File: src/rtl/iofrz_pkg.sv
package iofrz_pkg;

    typedef enum logic [4:0] {
        ST_FROZEN,
        ST_TH_DLL,
        ST_TH_W1,
        ST_TH_CAL,
        ST_TH_W2,
        ST_TH_BUS,
        ST_TH_W3,
        ST_TH_PAD,
        ST_TH_W4,
        ST_TH_REG,
        ST_TH_W5,
        ST_TH_SLEW,
        ST_THAWED,
        ST_FZ_PAD,
        ST_FZ_W1,
        ST_FZ_HOLD,
        ST_FZ_CAL
    } seq_state_t;

    typedef struct packed {
        logic slew_lo_n;
        logic pull_n;
        logic hiz_n;
        logic hold_n;
        logic cfg_ready;
        logic vreg_rst;
        logic term_rst;
        logic cal_en;
        logic dll_restart;
    } pad_ctl_t;

    localparam pad_ctl_t CTL_FROZEN = '{
        slew_lo_n:   1'b0,
        pull_n:      1'b0,
        hiz_n:       1'b0,
        hold_n:      1'b0,
        cfg_ready:   1'b0,
        vreg_rst:    1'b1,
        term_rst:    1'b1,
        cal_en:      1'b0,
        dll_restart: 1'b1
    };

endpackage

File: src/rtl/iofrz_timer.sv
module iofrz_timer #(
    parameter int CNT_W = 10
) (
    input  logic             clk,
    input  logic             rst_n,
    input  logic             load,
    input  logic             use_tick,
    input  logic [CNT_W-1:0] load_val,
    input  logic             tick,
    output logic             done
);

    logic [CNT_W-1:0] cnt_q;
    logic             tick_mode_q;
    logic             advance;

    // Cycle mode counts every clock; tick mode counts only oscillator pulses.
    assign advance = (cnt_q != '0) && (!tick_mode_q || tick);
    assign done    = (cnt_q == '0);

    always_ff @(posedge clk or negedge rst_n) begin
        if (!rst_n) begin
            cnt_q       <= '0;
            tick_mode_q <= 1'b0;
        end else if (load) begin
            cnt_q       <= load_val;
            tick_mode_q <= use_tick;
        end else if (advance) begin
            cnt_q <= cnt_q - 1'b1;
        end
    end

endmodule

File: src/rtl/iofrz_fsm.sv
module iofrz_fsm
    import iofrz_pkg::*;
#(
    parameter int SHORT_CYC    = 4,
    parameter int LONG_CYC     = 8,
    parameter int CAL_TICKS    = 1000,
    parameter int SETTLE_TICKS = 33,
    parameter int CNT_W        = 10
) (
    input  logic             clk,
    input  logic             rst_n,
    input  logic             freeze_req,
    input  logic             thaw_req,
    input  logic             tmr_done,
    output seq_state_t       state,
    output logic             tmr_load,
    output logic             tmr_use_tick,
    output logic [CNT_W-1:0] tmr_val
);

    localparam logic [CNT_W-1:0] SHORT_V  = CNT_W'(SHORT_CYC);
    localparam logic [CNT_W-1:0] LONG_V   = CNT_W'(LONG_CYC);
    localparam logic [CNT_W-1:0] CAL_V    = CNT_W'(CAL_TICKS);
    localparam logic [CNT_W-1:0] SETTLE_V = CNT_W'(SETTLE_TICKS);

    seq_state_t state_q, state_d;

    assign state = state_q;

    // State register
    always_ff @(posedge clk or negedge rst_n) begin
        if (!rst_n) state_q <= ST_FROZEN;
        else        state_q <= state_d;
    end

    // Next-state logic
    always_comb begin
        state_d = state_q;
        unique case (state_q)
            ST_FROZEN:  if (thaw_req)   state_d = ST_TH_DLL;
            ST_TH_DLL:  state_d = ST_TH_W1;
            ST_TH_W1:   if (tmr_done)   state_d = ST_TH_CAL;
            ST_TH_CAL:  state_d = ST_TH_W2;
            ST_TH_W2:   if (tmr_done)   state_d = ST_TH_BUS;
            ST_TH_BUS:  state_d = ST_TH_W3;
            ST_TH_W3:   if (tmr_done)   state_d = ST_TH_PAD;
            ST_TH_PAD:  state_d = ST_TH_W4;
            ST_TH_W4:   if (tmr_done)   state_d = ST_TH_REG;
            ST_TH_REG:  state_d = ST_TH_W5;
            ST_TH_W5:   if (tmr_done)   state_d = ST_TH_SLEW;
            ST_TH_SLEW: state_d = ST_THAWED;
            ST_THAWED:  if (freeze_req) state_d = ST_FZ_PAD;
            ST_FZ_PAD:  state_d = ST_FZ_W1;
            ST_FZ_W1:   if (tmr_done)   state_d = ST_FZ_HOLD;
            ST_FZ_HOLD: state_d = ST_FZ_CAL;
            ST_FZ_CAL:  state_d = ST_FROZEN;
            default:    state_d = ST_FROZEN;
        endcase
    end

    // Timer control: each step that opens a wait loads the timer for it.
    always_comb begin
        tmr_load     = 1'b0;
        tmr_use_tick = 1'b0;
        tmr_val      = '0;
        unique case (state_q)
            ST_FZ_PAD: begin
                tmr_load = 1'b1;
                tmr_val  = SHORT_V;
            end
            ST_TH_DLL, ST_TH_PAD, ST_TH_REG: begin
                tmr_load = 1'b1;
                tmr_val  = LONG_V;
            end
            ST_TH_CAL: begin
                tmr_load     = 1'b1;
                tmr_use_tick = 1'b1;
                tmr_val      = CAL_V;
            end
            ST_TH_BUS: begin
                tmr_load     = 1'b1;
                tmr_use_tick = 1'b1;
                tmr_val      = SETTLE_V;
            end
            default: ;
        endcase
    end

endmodule

File: src/rtl/iofrz_drive.sv
module iofrz_drive
    import iofrz_pkg::*;
(
    input  logic       clk,
    input  logic       rst_n,
    input  seq_state_t state,
    output pad_ctl_t   ctl,
    output logic       frozen,
    output logic       busy
);

    pad_ctl_t ctl_q;
    logic     frozen_q;

    assign ctl    = ctl_q;
    assign frozen = frozen_q;
    assign busy   = (state != ST_FROZEN) && (state != ST_THAWED);

    // Output register: each step state applies its control group as it exits.
    always_ff @(posedge clk or negedge rst_n) begin
        if (!rst_n) begin
            ctl_q    <= CTL_FROZEN;
            frozen_q <= 1'b1;
        end else begin
            unique case (state)
                ST_TH_DLL: begin
                    ctl_q.dll_restart <= 1'b0;
                end
                ST_TH_CAL: begin
                    ctl_q.cal_en <= 1'b1;
                end
                ST_TH_BUS: begin
                    ctl_q.hold_n    <= 1'b1;
                    ctl_q.cfg_ready <= 1'b1;
                    ctl_q.term_rst  <= 1'b0;
                end
                ST_TH_PAD: begin
                    ctl_q.pull_n <= 1'b1;
                    ctl_q.hiz_n  <= 1'b1;
                end
                ST_TH_REG: begin
                    ctl_q.vreg_rst <= 1'b0;
                end
                ST_TH_SLEW: begin
                    ctl_q.slew_lo_n <= 1'b1;
                    frozen_q        <= 1'b0;
                end
                ST_FZ_PAD: begin
                    ctl_q.slew_lo_n <= 1'b0;
                    ctl_q.pull_n    <= 1'b0;
                    ctl_q.hiz_n     <= 1'b0;
                end
                ST_FZ_HOLD: begin
                    ctl_q.hold_n    <= 1'b0;
                    ctl_q.cfg_ready <= 1'b0;
                    ctl_q.vreg_rst  <= 1'b1;
                    ctl_q.term_rst  <= 1'b1;
                end
                ST_FZ_CAL: begin
                    ctl_q.cal_en      <= 1'b0;
                    ctl_q.dll_restart <= 1'b1;
                    frozen_q          <= 1'b1;
                end
                default: ;
            endcase
        end
    end

endmodule

File: src/rtl/iofrz_seq.sv
module iofrz_seq
    import iofrz_pkg::*;
#(
    parameter int SHORT_CYC    = 4,
    parameter int LONG_CYC     = 8,
    parameter int CAL_TICKS    = 1000,
    parameter int SETTLE_TICKS = 33
) (
    input  logic clk,
    input  logic rst_n,
    input  logic osc_tick,
    input  logic freeze_req,
    input  logic thaw_req,
    output logic pad_slew_lo_n,
    output logic pad_pull_n,
    output logic pad_hiz_n,
    output logic pad_hold_n,
    output logic cfg_ready,
    output logic vreg_rst,
    output logic term_rst,
    output logic term_cal_en,
    output logic dll_restart,
    output logic busy,
    output logic frozen
);

    localparam int MAX_A   = (SHORT_CYC > LONG_CYC) ? SHORT_CYC : LONG_CYC;
    localparam int MAX_B   = (CAL_TICKS > SETTLE_TICKS) ? CAL_TICKS : SETTLE_TICKS;
    localparam int MAX_CNT = (MAX_A > MAX_B) ? MAX_A : MAX_B;
    localparam int CNT_W   = $clog2(MAX_CNT + 1);

    seq_state_t       state;
    logic             tmr_load;
    logic             tmr_use_tick;
    logic [CNT_W-1:0] tmr_val;
    logic             tmr_done;
    pad_ctl_t         ctl;

    iofrz_fsm #(
        .SHORT_CYC    (SHORT_CYC),
        .LONG_CYC     (LONG_CYC),
        .CAL_TICKS    (CAL_TICKS),
        .SETTLE_TICKS (SETTLE_TICKS),
        .CNT_W        (CNT_W)
    ) fsm_i (
        .clk          (clk),
        .rst_n        (rst_n),
        .freeze_req   (freeze_req),
        .thaw_req     (thaw_req),
        .tmr_done     (tmr_done),
        .state        (state),
        .tmr_load     (tmr_load),
        .tmr_use_tick (tmr_use_tick),
        .tmr_val      (tmr_val)
    );

    iofrz_timer #(
        .CNT_W (CNT_W)
    ) timer_i (
        .clk      (clk),
        .rst_n    (rst_n),
        .load     (tmr_load),
        .use_tick (tmr_use_tick),
        .load_val (tmr_val),
        .tick     (osc_tick),
        .done     (tmr_done)
    );

    iofrz_drive drive_i (
        .clk    (clk),
        .rst_n  (rst_n),
        .state  (state),
        .ctl    (ctl),
        .frozen (frozen),
        .busy   (busy)
    );

    assign pad_slew_lo_n = ctl.slew_lo_n;
    assign pad_pull_n    = ctl.pull_n;
    assign pad_hiz_n     = ctl.hiz_n;
    assign pad_hold_n    = ctl.hold_n;
    assign cfg_ready     = ctl.cfg_ready;
    assign vreg_rst      = ctl.vreg_rst;
    assign term_rst      = ctl.term_rst;
    assign term_cal_en   = ctl.cal_en;
    assign dll_restart   = ctl.dll_restart;

endmodule

File: config.mk
export PLATFORM = sky130hd
export DESIGN_NAME = iofrz_seq
export DESIGN_NICKNAME = d
export VERILOG_FILES = /design/src/rtl/iofrz_pkg.sv /design/src/rtl/iofrz_timer.sv /design/src/rtl/iofrz_fsm.sv /design/src/rtl/iofrz_drive.sv /design/src/rtl/iofrz_seq.sv
export SDC_FILE = /design/constraint.sdc
export NUM_CORES = 1
export LEC_CHECK = 0
export BUFFER_PORTS_ARGS = -buffer_cell sky130_fd_sc_hd__clkbuf_2
export CAP_MARGIN = 25
export CORE_MARGIN = 8
export CORE_UTILIZATION = 60
export DETAILED_ROUTE_END_ITERATION = 10
export PLACE_DENSITY = 0.81
export SYNTH_ARGS = -nofsm -noshare
export SYNTH_HDL_FRONTEND = slang
export SYNTH_HIERARCHICAL = 1
export SYNTH_SLANG_ARGS = --single-unit
export TNS_END_PERCENT = 20
File: constraint.sdc
create_clock -name clk -period 5.3 [get_ports clk]
set_input_delay 0.265 -clock clk [delete_from_list [all_inputs] [get_ports clk]]
set_output_delay 0.265 -clock clk [all_outputs]
set_load 0.02 [all_outputs]
==> reports/results.tsv <==
metric	value	unit
crit share post-route	0.392	
Fillers	201	
Fmax	482	MHz
die width	65.8	um
Crit. End Element	flip-flop	
Reg clk slew, reported paths	150	ps
final cell count without fillers	194	
total CTS buffers	3	
Pwr Density	585	nW/um2
Synth Warn #	6	
Die Height	65.8	um
DP HPWL	2110	um
Clock Tree Root	clkbuf_4	
final hold slack	390	ps
Fin Setup TNS	0	ps
P&R area growth vs syn	3.28	%
1st-iter DRT viols	51	
Skew-Pair Late Insertion Delay	320	ps
post-synthesis xor/xnor area fraction	0.0294	
CTS tree	built	
number of synthesized flops with an enable pin	0	
Residual DRC	0	
share of cells above drive strength 1	0.189	
worst vdd ir	0.365	mV
first-pass GRT wire length	5110	um
post-synth top area cell	dfrtp_1	
max-cap violations	0	
Distinct cells, synth	51	
Post-Syn Area	1490	um2
total gr overflow	0	
Final Max Slew Viols	0	
final setup vio count	0	
number of global-route vias before repair	1138	
Routability Congestion	0.830	
Worst Slack Setup Final	3220	ps
Tightest Hold Check Type	in2reg	
Worst Path Arrival	2350	ps
post-synthesis mux area share	0.0143	
largest family of logic cells by synthesized area	simple AND/OR/NAND/NOR gates	
worst-path fanout max	10	
Worst EP required	5580	ps
Total Routed Length	3090	um
Tmin final	2080	ps
Starting Density	0.618	
Hold-fix buffers, CTS	1	
largest net degree at the start of global routing	25	
number of diodes	0	
Worst Skew	18.5	ps
Mapped Cells	160	
initial antenna violation count	0	
Synth Area in Compound Gates	0.147	
clk sink count	24	
Worst slew margin	0.515	
Adder-Cell Fraction of Synth Area	0.00840	
ANT nets after route	0	
Final #Nets	171	
IO Pins	16	
most frequent cells in the layout	dfrtp_1 (20), nand2_1 (15), clkbuf_2 (15)	
Post-synth top flop	dfrtp_1	
Buffers on Ports	15	
FF+latch count, synth	24	
Total GRT Usage	0.145	
P_leak	0.664	nW
core outline area	2410	um2
routed via count	1180	
placed cell count	189	
Area contributors post-synth	dfrtp_1 (34%), dfstp_2 (7.1%), buf_4 (6.1%)	
sequential fraction of the synthesis area	0.407	
FFs w/ async S/R, synth	1.00	
RSZ-0062 raised after global routing	no	
pre-CTS setup slack	3310	ps
cts repair resizes	0	
post-CTS setup buffer count	0	
Via-to-Cell Ratio	6.08	
H-tree depth reported by CTS	1	
simple-gate area share of the yosys netlist	0.274	
worst slew pin tran	721	ps
row cnt	18	
run status	finished clean	
kind of critical path	reg2reg	
DRT Pass-1 Iters	4	
Synth top area share	0.336	
Worst setup SP type	flip-flop	
endpoints failing hold	0	
syn avg cell area	9.31	um2
die area	4330	um2
commonest non-fill, non-tap cell in the layout	dfrtp_1	
maximum clock path buffer count	2	
wire length per cell	15.9	um
cell usage after synthesis, types with 2 or more instances:
master / instances
dfrtp_1: 20
nand2_1: 15
nor2_1: 13
buf_4: 12
a21oi_1: 11
inv_1: 10
nor3_1: 7
nand3_1: 5
dfstp_2: 4
nand4b_1: 4
o21ai_1: 4
buf_6: 3
nor2b_1: 3
o21ai_0: 3
or4_1: 3
xnor2_1: 3
a221o_1: 2
nor4b_2: 2
o211ai_1: 2
o41ai_1: 2
xor2_1: 2
through the flow:
| step | util | total power [mW] | area, um2 |
|---|---|---|---|
| after global placement | 0.612 | 0.734 | 1480 |
| after global routing | 0.638 | 0.964 | 1540 |
| after CTS | 0.638 | 0.900 | 1540 |
| after detailed placement | 0.612 | 0.763 | 1480 |
| final | 0.638 | 0.899 | 1540 |
| after floorplan | - | 0.706 | 1490 |
power breakdown:
part / internal (mW) / switching (mW) / total [mW]
Sequential: 0.257 / 0.132 / 0.389
Combinational: 0.169 / 0.207 / 0.376
Clock: 0.0765 / 0.0574 / 0.134
Total: 0.502 / 0.397 / 0.899
path summary, 6_finish.rpt:
check | endpoint | slack [ps] | start | cells after the start
setup / recovery | fsm_i/state[0] | 3220 | timer_i/cnt_q[0] | 7
hold / removal | fsm_i/state[0] | 390 | thaw_req | 4
setup reg to reg | fsm_i/state[0] | 3220 | timer_i/cnt_q[0] | 7
hold reg to reg | drive_i/frozen | 480 | drive_i/frozen | 2
max in group asynchronous | fsm_i/state[4] | 4430 | rst_n | 2
min in group asynchronous | timer_i/cnt_q[9] | 460 | rst_n | 2
state kept, by name, indices dropped and copies added (netlist names):
| register | count |
|---|---|
| timer_i/tick_mode_q | 1 |
| timer_i/cnt_q | 10 |
| fsm_i/state | 5 |
| drive_i/ctl | 7 |
| drive_i/frozen | 1 |
worst max-delay path, cell delays in order (launching register included):
cell	delay, ps
dfrtp_1	440
inv_1	70
ha_1	180
nor2b_1	480
and3_1	460
nor4_2	70
a21oi_1	140
o221a_1	190
routing by layer:
layer  up-vias  part of all wire  global-route usage
li1        574                 -                   -
met1       581              0.46               0.178
met2        23              0.50               0.250
met3         2             0.031              0.0254
met4         0            0.0042              0.0463
met5         -                 0                   0
layout make-up:
cell class | count | area [um2] | share of cell area
repair buffers | 17 | 92.6 | 0.0602
clock inverters | 1 | 30.0 | 0.0195
inverters | 10 | 37.5 | 0.0244
well taps | 30 | 37.5 | 0.0244
multi-input cells | 109 | 712 | 0.463
clock buffers | 3 | 22.5 | 0.0146
flip-flops and latches | 24 | 606 | 0.394
cell families (layout without fill, tap and decap cells):
kind of cell             Yosys count  after routing
buffers and inverters             28             31
adder cells (fa/ha/maj)            1              1
flip-flops                        24             24
XOR/XNOR                           5              5
multiplexers                       2              2
AND/OR/NAND/NOR                   66             66
AO/OA/AOI/OAI                     33             33
other                              1              2
(Power assumes the default switching activity.)
